==> src/rtl/scaled_add_pkg.sv <==
package scaled_add_pkg;

  localparam int ALU_W   = 32;
  localparam int SHAMT_W = $clog2(ALU_W);

  typedef enum logic [2:0] {
    OP_ADD   = 3'd0,
    OP_SUB   = 3'd1,
    OP_SHL   = 3'd2,
    OP_NEG   = 3'd3,
    OP_SC1   = 3'd4,
    OP_SC2   = 3'd5,
    OP_SC3   = 3'd6,
    OP_RSVD  = 3'd7
  } alu_op_e;

  // left shift by a scale factor; bits beyond the top are dropped
  function automatic logic [ALU_W-1:0] scale_left(input logic [ALU_W-1:0] v,
                                                  input logic [1:0] n);
    return v << n;
  endfunction

  // one adder with carry in; returns {carry, sum}
  function automatic logic [ALU_W:0] add_carry(input logic [ALU_W-1:0] x,
                                               input logic [ALU_W-1:0] y,
                                               input logic cin);
    return {1'b0, x} + {1'b0, y} + {{ALU_W{1'b0}}, cin};
  endfunction

  // scale amount encoded in the fused opcodes
  function automatic logic [1:0] scale_of(input alu_op_e o);
    case (o)
      OP_SC1:  return 2'd1;
      OP_SC2:  return 2'd2;
      OP_SC3:  return 2'd3;
      default: return 2'd0;
    endcase
  endfunction

endpackage

==> src/rtl/scaled_add_regfile.sv <==
module scaled_add_regfile
  import scaled_add_pkg::*;
#(
  parameter int NUM_REGS = 8,
  localparam int IDX_W = $clog2(NUM_REGS)
) (
  input  logic             clk,
  input  logic             rst_n,
  input  logic [IDX_W-1:0] rd_a_idx,
  input  logic [IDX_W-1:0] rd_b_idx,
  output logic [ALU_W-1:0] rd_a_data,
  output logic [ALU_W-1:0] rd_b_data,
  input  logic             wb_en,
  input  logic [IDX_W-1:0] wb_idx,
  input  logic [ALU_W-1:0] wb_data,
  input  logic             ld_en,
  input  logic [IDX_W-1:0] ld_idx,
  input  logic [ALU_W-1:0] ld_data
);

  logic [ALU_W-1:0] rf_q [NUM_REGS];

  for (genvar g = 0; g < NUM_REGS; g++) begin : g_reg
    logic             hit_wb;
    logic             hit_ld;
    logic [ALU_W-1:0] q;
    assign hit_wb = wb_en && (wb_idx == IDX_W'(g));
    assign hit_ld = ld_en && (ld_idx == IDX_W'(g));
    always_ff @(posedge clk or negedge rst_n) begin
      if (!rst_n)      q <= '0;
      else if (hit_wb) q <= wb_data;   // write-back wins over load
      else if (hit_ld) q <= ld_data;
    end
    assign rf_q[g] = q;
  end

  assign rd_a_data = rf_q[rd_a_idx];
  assign rd_b_data = rf_q[rd_b_idx];

  // a write-back lands in its register
  p_wb_lands_r9: assert property (@(posedge clk) disable iff (!rst_n)
    wb_en |=> rf_q[$past(wb_idx)] == $past(wb_data));

  // a load with no colliding write-back lands
  p_load_lands_r10: assert property (@(posedge clk) disable iff (!rst_n)
    (ld_en && !(wb_en && wb_idx == ld_idx)) |=> rf_q[$past(ld_idx)] == $past(ld_data));

endmodule

==> src/rtl/scaled_add_exec.sv <==
module scaled_add_exec
  import scaled_add_pkg::*;
(
  input  alu_op_e          op,
  input  logic [ALU_W-1:0] opnd_a,
  input  logic [ALU_W-1:0] opnd_b,
  output logic [ALU_W-1:0] result,
  output logic             carry,
  output logic             uses_adder,
  output logic [ALU_W-1:0] scaled_a
);

  logic [ALU_W-1:0] add_x, add_y;
  logic             add_cin;
  logic [ALU_W:0]   add_sum;
  logic [ALU_W-1:0] shl_out;

  assign scaled_a = scale_left(opnd_a, scale_of(op));
  assign shl_out  = opnd_a << opnd_b[SHAMT_W-1:0];

  always_comb begin
    add_x      = opnd_a;
    add_y      = opnd_b;
    add_cin    = 1'b0;
    uses_adder = 1'b1;
    case (op)
      OP_ADD: ;
      OP_SUB: begin add_y = ~opnd_b; add_cin = 1'b1; end
      OP_NEG: begin add_x = '0; add_y = ~opnd_a; add_cin = 1'b1; end
      OP_SC1, OP_SC2, OP_SC3: add_x = scaled_a;
      default: uses_adder = 1'b0;
    endcase
  end

  assign add_sum = add_carry(add_x, add_y, add_cin);

  always_comb begin
    if (uses_adder) begin
      result = add_sum[ALU_W-1:0];
      carry  = add_sum[ALU_W];
    end else if (op == OP_SHL) begin
      result = shl_out;
      carry  = 1'b0;
    end else begin
      result = '0;
      carry  = 1'b0;
    end
  end

endmodule

==> src/rtl/scaled_add_alu.sv <==
module scaled_add_alu
  import scaled_add_pkg::*;
#(
  parameter int NUM_REGS = 8,
  localparam int IDX_W = $clog2(NUM_REGS)
) (
  input  logic             clk,
  input  logic             rst_n,
  input  logic             in_valid,
  input  logic [2:0]       op,
  input  logic [IDX_W-1:0] ra_idx,
  input  logic [IDX_W-1:0] rb_idx,
  input  logic [IDX_W-1:0] rd_idx,
  input  logic             ld_valid,
  input  logic [IDX_W-1:0] ld_idx,
  input  logic [ALU_W-1:0] ld_data,
  output logic             res_valid,
  output logic [ALU_W-1:0] res_data,
  output logic             res_zero,
  output logic             res_carry
);

  alu_op_e          op_e;
  logic [ALU_W-1:0] opnd_a, opnd_b;
  logic [ALU_W-1:0] exec_result;
  logic             exec_carry;
  logic             exec_uses_adder;
  logic [ALU_W-1:0] exec_scaled_a;

  assign op_e = alu_op_e'(op);

  scaled_add_regfile #(.NUM_REGS(NUM_REGS)) rf_i (
    .clk      (clk),
    .rst_n    (rst_n),
    .rd_a_idx (ra_idx),
    .rd_b_idx (rb_idx),
    .rd_a_data(opnd_a),
    .rd_b_data(opnd_b),
    .wb_en    (in_valid),
    .wb_idx   (rd_idx),
    .wb_data  (exec_result),
    .ld_en    (ld_valid),
    .ld_idx   (ld_idx),
    .ld_data  (ld_data)
  );

  scaled_add_exec exec_i (
    .op        (op_e),
    .opnd_a    (opnd_a),
    .opnd_b    (opnd_b),
    .result    (exec_result),
    .carry     (exec_carry),
    .uses_adder(exec_uses_adder),
    .scaled_a  (exec_scaled_a)
  );

  always_ff @(posedge clk or negedge rst_n) begin
    if (!rst_n) begin
      res_valid <= 1'b0;
      res_data  <= '0;
      res_zero  <= 1'b0;
      res_carry <= 1'b0;
    end else begin
      res_valid <= in_valid;
      if (in_valid) begin
        res_data  <= exec_result;
        res_zero  <= (exec_result == '0);
        res_carry <= exec_carry;
      end
    end
  end

  // strobe follows issue by one cycle
  p_valid_follows_r7: assert property (@(posedge clk) disable iff (!rst_n)
    in_valid |=> res_valid);
  // idle cycle leaves outputs untouched
  p_idle_hold_r7: assert property (@(posedge clk) disable iff (!rst_n)
    !in_valid |=> (!res_valid && $stable(res_data) && $stable(res_carry)));
  // zero flag consistent with the data
  p_zero_flag_r8: assert property (@(posedge clk) disable iff (!rst_n)
    res_valid |-> (res_zero == (res_data == '0)));
  // reserved code yields zero
  p_reserved_r6: assert property (@(posedge clk) disable iff (!rst_n)
    (in_valid && op == 3'd7) |=> (res_data == '0 && !res_carry && res_zero));
  // shift never reports a carry
  p_shl_carry_r3: assert property (@(posedge clk) disable iff (!rst_n)
    (in_valid && op == 3'd2) |=> !res_carry);
  // negate carries only for a zero operand
  p_neg_carry_r4: assert property (@(posedge clk) disable iff (!rst_n)
    (in_valid && op == 3'd3) |=> (res_carry == ($past(opnd_a) == '0)));
  // fused op with zero b returns the scaled operand
  p_scale_zero_b_r5: assert property (@(posedge clk) disable iff (!rst_n)
    (in_valid && op >= 3'd4 && op <= 3'd6 && opnd_b == '0) |=>
      (res_data == $past(exec_scaled_a) && !res_carry));

endmodule

==> config.mk <==
export PLATFORM = sky130hd
export DESIGN_NAME = scaled_add_alu
export DESIGN_NICKNAME = d
export VERILOG_FILES = /design/src/rtl/scaled_add_pkg.sv /design/src/rtl/scaled_add_regfile.sv /design/src/rtl/scaled_add_exec.sv /design/src/rtl/scaled_add_alu.sv
export SDC_FILE = /design/constraint.sdc
export NUM_CORES = 1
export LEC_CHECK = 0
export BUFFER_PORTS_ARGS = -buffer_cell sky130_fd_sc_hd__buf_2
export CAP_MARGIN = 20
export CORE_MARGIN = 2
export CORE_UTILIZATION = 45
export CTS_CLUSTER_SIZE = 30
export DETAILED_ROUTE_END_ITERATION = 8
export PLACE_DENSITY = 0.73
export SLEW_MARGIN = 10
export SYNTH_ARGS = -nofsm -noshare
export SYNTH_HDL_FRONTEND = slang
export SYNTH_SLANG_ARGS = --single-unit
==> constraint.sdc <==
create_clock -name clk -period 6.61 [get_ports clk]
set_input_delay 0.661 -clock clk [delete_from_list [all_inputs] [get_ports clk]]
set_output_delay 0.661 -clock clk [all_outputs]
set_load 0.01 [all_outputs]
==> results.ini, run 1 <==
[clocking]
cts-root-buf=clkbuf_16
cts_buffers=31
clkLatencyLatePin_ns=0.59
cts_sinks=291
clock_path_buffers=3
ctsHoldBuffers=0
clk_pin_slew_worst_paths_ns=0.07
cts_tree=yes
cts_setup_buffers=0
cts_resized=0
h-tree-depth=1

[drt]
route.antenna.remaining_nets=0
drt_iter0_drc=2100
route.met2.wl_mm=36.0
wl_per_cell_um=24.8
num_vias=19993
drt-total-wl_mm=76.1
highest_layer=met5
dr.pass1.iters=6
wl_met1_mm=30.6
drc_errors=0
vias_per_cell=6.52
met3_length_mm=6.92

[layout]
drive_gt1_share_pct=18.7
final_net_count=2463
final_area_um2=24400
area_growth_pct=9.40

[grt]
grt_util_all_layers_pct=29.6
grt_pass1_vias=19524
antenna_found_initial=4
grt-ovfl-total=0
grt_max_degree=112
grt_pass1_wl_mm=117

[synthesis]
ys_seq_area_share_pct=32.7
async_flop_share_pct=100
synth_edf_count=0
syn_area_um2=22300
synth_cell_types=86
syn_inst=2398
synth_flop_cell=dfrtp_1
ys_ff_latch=291
yosys_warnings=0
syn_avg_cell_area_um2=9.29
synth.net_count=2482

[sta]
setup_violations=0
tightest_slew_ns=1.14
tns_ns=0
fmaxAchievable_mhz=184
post-route-period-util_pct=82.3
skew_ns=0.00812
rsz0062_at_grt=false
hold_ws_ns=0.133
slew_viol_final=0
hold_viol_final=0
fin_crit_ns=5.44
max_slew_margin_pct=23.6

[critical_path]
crit_cells=19
cp_max_fo=44
cp_slowest_stage_delay_ns=0.56
end_kind=flop
r2r-start=rf_i.g_reg[7].q[2]$_DFFE_PN0P_
crit_path_start=ra_idx[1]
r2r_cells=17
arrival_ns=5.93
startpoint_type=input pin
crit_path_cell_trace=buf_2, buf_12, mux4_2, mux2_2, and2_1, o31ai_1, a211oi_1, ha_1, and2_1, a221oi_1, nand2_1, a31oi_1, xnor2_1, a222oi_1, nand2_1, or4_1, nor3b_2, nand4_1, o41ai_2
cp_data_required_time_ns=7.10
worstSetupPathType=input pin to flop
cpLargestDelayFamily=compound AO/OA/AOI/OAI gates
crit_path_top_delay_cell=mux4_2
path_buf_inv=2

[placement]
place_congestion=1.02
place_area_um2=23400
io_buffers=85
place_hpwl_mm=49.9

[floorplanning]
fp.dieW_um=227
start_util_pct=45.5
rows=81
fp.coreArea_um2=49000
fp.dieH_um=227
dieArea_um2=51300
ioPinCount=86

[power_and_ir_drop]
power_density_nw_per_um2=489
ir_drop_v=0.000314
p_leak_nw=10.4

[run]
drv_cap=0

[status]
run_status=complete, no violations

[hold_path]
hold_path_class=input pin to asynchronous set/reset pin

==> through the flow <==
stage                     power, mW  std cells  utilization [%]  setup WS (ns)
after floorplan                7.78       2398                -          0.737
after detailed placement       9.95       3007             47.7          0.648
after global routing           12.6       3065             49.8          0.708
final                          11.9       3066             49.8           1.17
after CTS                      11.7       3060             49.7           1.21
after global placement         9.76       3007             47.7          0.732
==> flip-flops by register name, indices dropped and copies added, names as in the netlist <==
name,flops
rf_i.g.q,256
res_data,32
res_carry,1
res_valid,1
res_zero,1
==> logic make-up (layout without fill, tap and decap cells) <==
kind of cell               count (synthesis)  after routing  synth area share [%]
AOI/OAI and AO/OA                        700            700                  19.2
xor gates and xnor gates                  19             19                 0.747
adders and majority gates                 43             43                  2.37
buffers and inverters                    235            236                  4.32
DFF                                      291            291                  32.7
muxes                                    480            480                  28.0
other                                      0              3                     0
and+or+nand+nor                          630            630                  12.6
==> cell type report <==
type | instances | area (µm²)
Antenna cell | 3 | 7.51
Clock buffer | 41 | 843
Clock inverter | 12 | 144
Fill cell | 4447 | 24600
Inverter | 15 | 56.3
Multi-Input combinational cell | 1872 | 14100
Sequential cell | 291 | 7280
Tap cell | 664 | 831
Timing Repair Buffer | 168 | 1110
==> per-layer routing <==
| layer | track usage [%] | up-vias |
|---|---|---|
| met5 | 0 | - |
| met4 | 11.1 | 4 |
| met3 | 4.64 | 189 |
| met2 | 48.6 | 1115 |
| met1 | 39.5 | 9824 |
| li1 | - | 8861 |
==> power breakdown <==
| group | internal [mW] | total [mW] | switching (mW) |
|---|---|---|---|
| clock network | 1.00 | 1.75 | 0.748 |
| registers | 2.61 | 3.27 | 0.662 |
| logic | 2.84 | 6.88 | 4.04 |
==> worst paths after layout <==
kind	endpoint	slack (ns)
max	res_zero$_DFFE_PN0P_	1.17
min	rf_i.g_reg[7].q[30]$_DFFE_PN0P_	0.13
max reg2reg	res_zero$_DFFE_PN0P_	1.36
min reg2reg	res_data[18]$_DFFE_PN0P_	0.50
max in group asynchronous	rf_i.g_reg[0].q[13]$_DFFE_PN0P_	4.90
min in group clk	rf_i.g_reg[7].q[17]$_DFFE_PN0P_	0.46
==> cell usage in the layout (no fill, tap or decap), drive strengths merged, types with 20 or more instances in the layout <==
cell type    n
mux2i      277
o22ai       39
nor2b       62
nand3       20
a22oi       32
clkbuf      42
ha          31
a211oi      81
nand2      253
a21oi      247
o211ai      23
mux2       101
o21ai      181
dfrtp      291
buf        167
mux4       102
nor2       203
==> Yosys cell counts, types with 14 or more instances <==
| cell type | number | area [µm²] |
|---|---|---|
| dfrtp_1 | 291 | 7280 |
| mux2i_1 | 272 | 2720 |
| nand2_1 | 253 | 950 |
| a21oi_1 | 246 | 1230 |
| nor2_1 | 203 | 762 |
| o21ai_0 | 177 | 886 |
| clkbuf_1 | 146 | 548 |
| mux2_2 | 100 | 1130 |
| mux4_2 | 100 | 2250 |
| a211oi_1 | 79 | 593 |
| nor2b_1 | 62 | 388 |
| buf_1 | 46 | 173 |
| o22ai_1 | 38 | 238 |
| a22oi_1 | 32 | 240 |
| ha_1 | 31 | 388 |
| o211ai_1 | 23 | 173 |
| nand3_1 | 20 | 100 |
| buf_2 | 19 | 95.1 |
| nor3_1 | 17 | 85.1 |
| a21o_1 | 15 | 113 |
| and3_1 | 14 | 87.6 |
| inv_1 | 14 | 52.6 |
(Power assumes the default switching activity.)
==> run 2, diff against run 1 <==
Clock period 6.61 ns to 5.3 ns, I/O delays scaled along.
==> results.ini, run 2 (synthesized netlist as in run 1, its figures left out) <==
[status]
run_status=finished, violations left
violations=negative hold slack

[drt]
dr.pass1.iters=9  ; +3
drt-total-wl_mm=78.9  ; +3.7%
vias_per_cell=6.43  ; -1.4%
drc_errors=0  ; unchanged
wl_per_cell_um=24.6  ; -0.82%
drt_iter0_drc=2070  ; -1.4%
num_vias=20614  ; +3.1%
route.antenna.remaining_nets=0  ; unchanged

[layout]
final_net_count=2600  ; +5.6%
mostFrequentLayoutCells=291 x dfrtp_1, 272 x mux2i_1, 253 x nand2_1, 246 x a21oi_1, 205 x buf_4
reg_top3=rf_i.g.q: 256 flops, res_data: 32 flops
largest_reg_flops=256  ; unchanged
area_growth_pct=15.6
top_register=rf_i.g.q
layout.cells.non_filler=3205  ; +4.5%
final_core_util_pct=52.6  ; +2.8 points
drive_gt1_share_pct=23.4  ; +4.7 points
final_common_cell=dfrtp_1

[clocking]
clock_path_buffers=3  ; unchanged
cts_sinks=291  ; unchanged
cts_tree=yes
clk_pin_slew_worst_paths_ns=0.06  ; about the same
cts-root-buf=clkbuf_16
clkLatencyLatePin_ns=0.56  ; -0.03 ns
h-tree-depth=2  ; +1
cts_buffers=34  ; +9.7%

[floorplanning]
ioPinCount=86  ; unchanged
dieArea_um2=51300  ; unchanged
fp.dieH_um=227  ; unchanged
rows=81  ; unchanged
start_util_pct=45.5  ; unchanged
fp.dieW_um=227  ; unchanged
fp.coreArea_um2=49000  ; unchanged

[critical_path]
worstSetupPathType=flop to flop
end_kind=flop
startpoint_type=flop
cp_data_required_time_ns=5.75  ; -1.35 ns
cp_max_fo=3  ; -93%
arrival_ns=5.52  ; -0.41 ns

[sta]
skew_ns=0.0186  ; +0.0105 ns
slew_viol_final=0  ; unchanged
tightest_slew_ns=1.05  ; -0.0896 ns
rsz0062_at_grt=false
fin_crit_ns=5.07
hold_ws_ns=-0.0189  ; -0.151 ns
setup_violations=0  ; unchanged
fmaxAchievable_mhz=197
max_slew_margin_pct=29.6  ; +6.0 points
post-route-period-util_pct=95.7
hold_viol_final=6  ; +6

[grt]
grt-ovfl-total=0  ; unchanged
grt_pass1_wl_mm=122  ; +4.5%
grt_max_degree=107  ; -4.5%
grt_util_all_layers_pct=31.1  ; +1.5 points
grt_pass1_vias=20445  ; +4.7%
antenna_found_initial=4  ; unchanged

[power_and_ir_drop]
ir_drop_v=0.000311  ; -1.1%
p_leak_nw=11.2  ; +7.8%
power_density_nw_per_um2=625  ; +28%

[placement]
dp_cells=3143  ; +4.5%
place_hpwl_mm=53.8  ; +7.9%
place_congestion=1.01  ; -1.4%
io_buffers=85  ; unchanged

[hold_path]
hold_path_class=input pin to asynchronous set/reset pin

[run]
drv_cap=0  ; unchanged

run 2: path summary, 6_finish.rpt:
path | start | end | slack (ns) | cells past startpoint
worst max-delay path | rf_i.g_reg[7].q[0]$_DFFE_PN0P_ | res_zero$_DFFE_PN0P_ | 0.23 | 16
worst min-delay path | rst_n | rf_i.g_reg[6].q[24]$_DFFE_PN0P_ | -0.02 | 1
worst max register to register | rf_i.g_reg[7].q[0]$_DFFE_PN0P_ | res_zero$_DFFE_PN0P_ | 0.23 | 16
worst min register to register | res_data[30]$_DFFE_PN0P_ | res_data[30]$_DFFE_PN0P_ | 0.50 | 1
max in group asynchronous | rst_n | rf_i.g_reg[3].q[7]$_DFFE_PN0P_ | 4.03 | 2
min in group clk | ld_data[5] | rf_i.g_reg[5].q[5]$_DFFE_PN0P_ | 0.36 | 3
run 2: layout make-up:
cell class	count	area (µm²)
diodes	3	7.51
repair buffers	302	2260
clock buffers	47	981
well taps	664	831
multi-input cells	1872	14100
inverters	15	56.3
clock inverters	11	203
flip-flops and latches	291	7280
fillers	4296	23200
run 2: power breakdown:
group / internal (mW) / switching [mW] / leakage (nW)
registers: 3.26 / 0.850 / 3.47
clock network: 1.54 / 0.988 / 0.583
logic: 4.23 / 5.24 / 7.11
total: 9.03 / 7.07 / 11.2
run 2: worst max-delay path, cell delays in order, from the launching register on:
cell	delay [ns]
dfrtp_1	0.41
mux4_2	0.51
mux2_2	0.31
buf_4	0.14
and3_1	0.17
fa_1	0.48
a211oi_1	0.35
buf_4	0.17
o21bai_1	0.07
a21oi_1	0.17
xor2_1	0.30
o22ai_4	0.12
or4_1	0.53
or4_1	0.48
nor3b_2	0.25
nand4_1	0.20
o41ai_2	0.31
run 2: stage by stage:
step | cell area [µm²] | setup TNS (ns) | total power, mW | worst slack, ns
after floorplan | 22300 | 0 | 9.71 | 0.00750
after global placement | 24500 | -9.21 | 13.1 | -0.325
after detailed placement | 24500 | -10.77 | 13.3 | -0.357
after CTS | 25700 | 0 | 15.9 | 0.174
after global routing | 25800 | 0 | 17.1 | 0.00105
final | 25800 | 0 | 16.1 | 0.226
run 2: repair_timing:
item                                    in CTS  in global routing
hold buffers                                 0                  0
resized for setup                            0                  7
endpoints found under the setup margin       0                 20
buffers inserted                             0                  1
run 2: per-layer routing:
layer,global-route usage [%],wire (µm),up-vias
li1,-,-,9141
met3,6.06,6710,223
met5,0,12,-
met2,50.4,36900,1089
met4,12.5,3230,2
met1,40.9,32000,10159
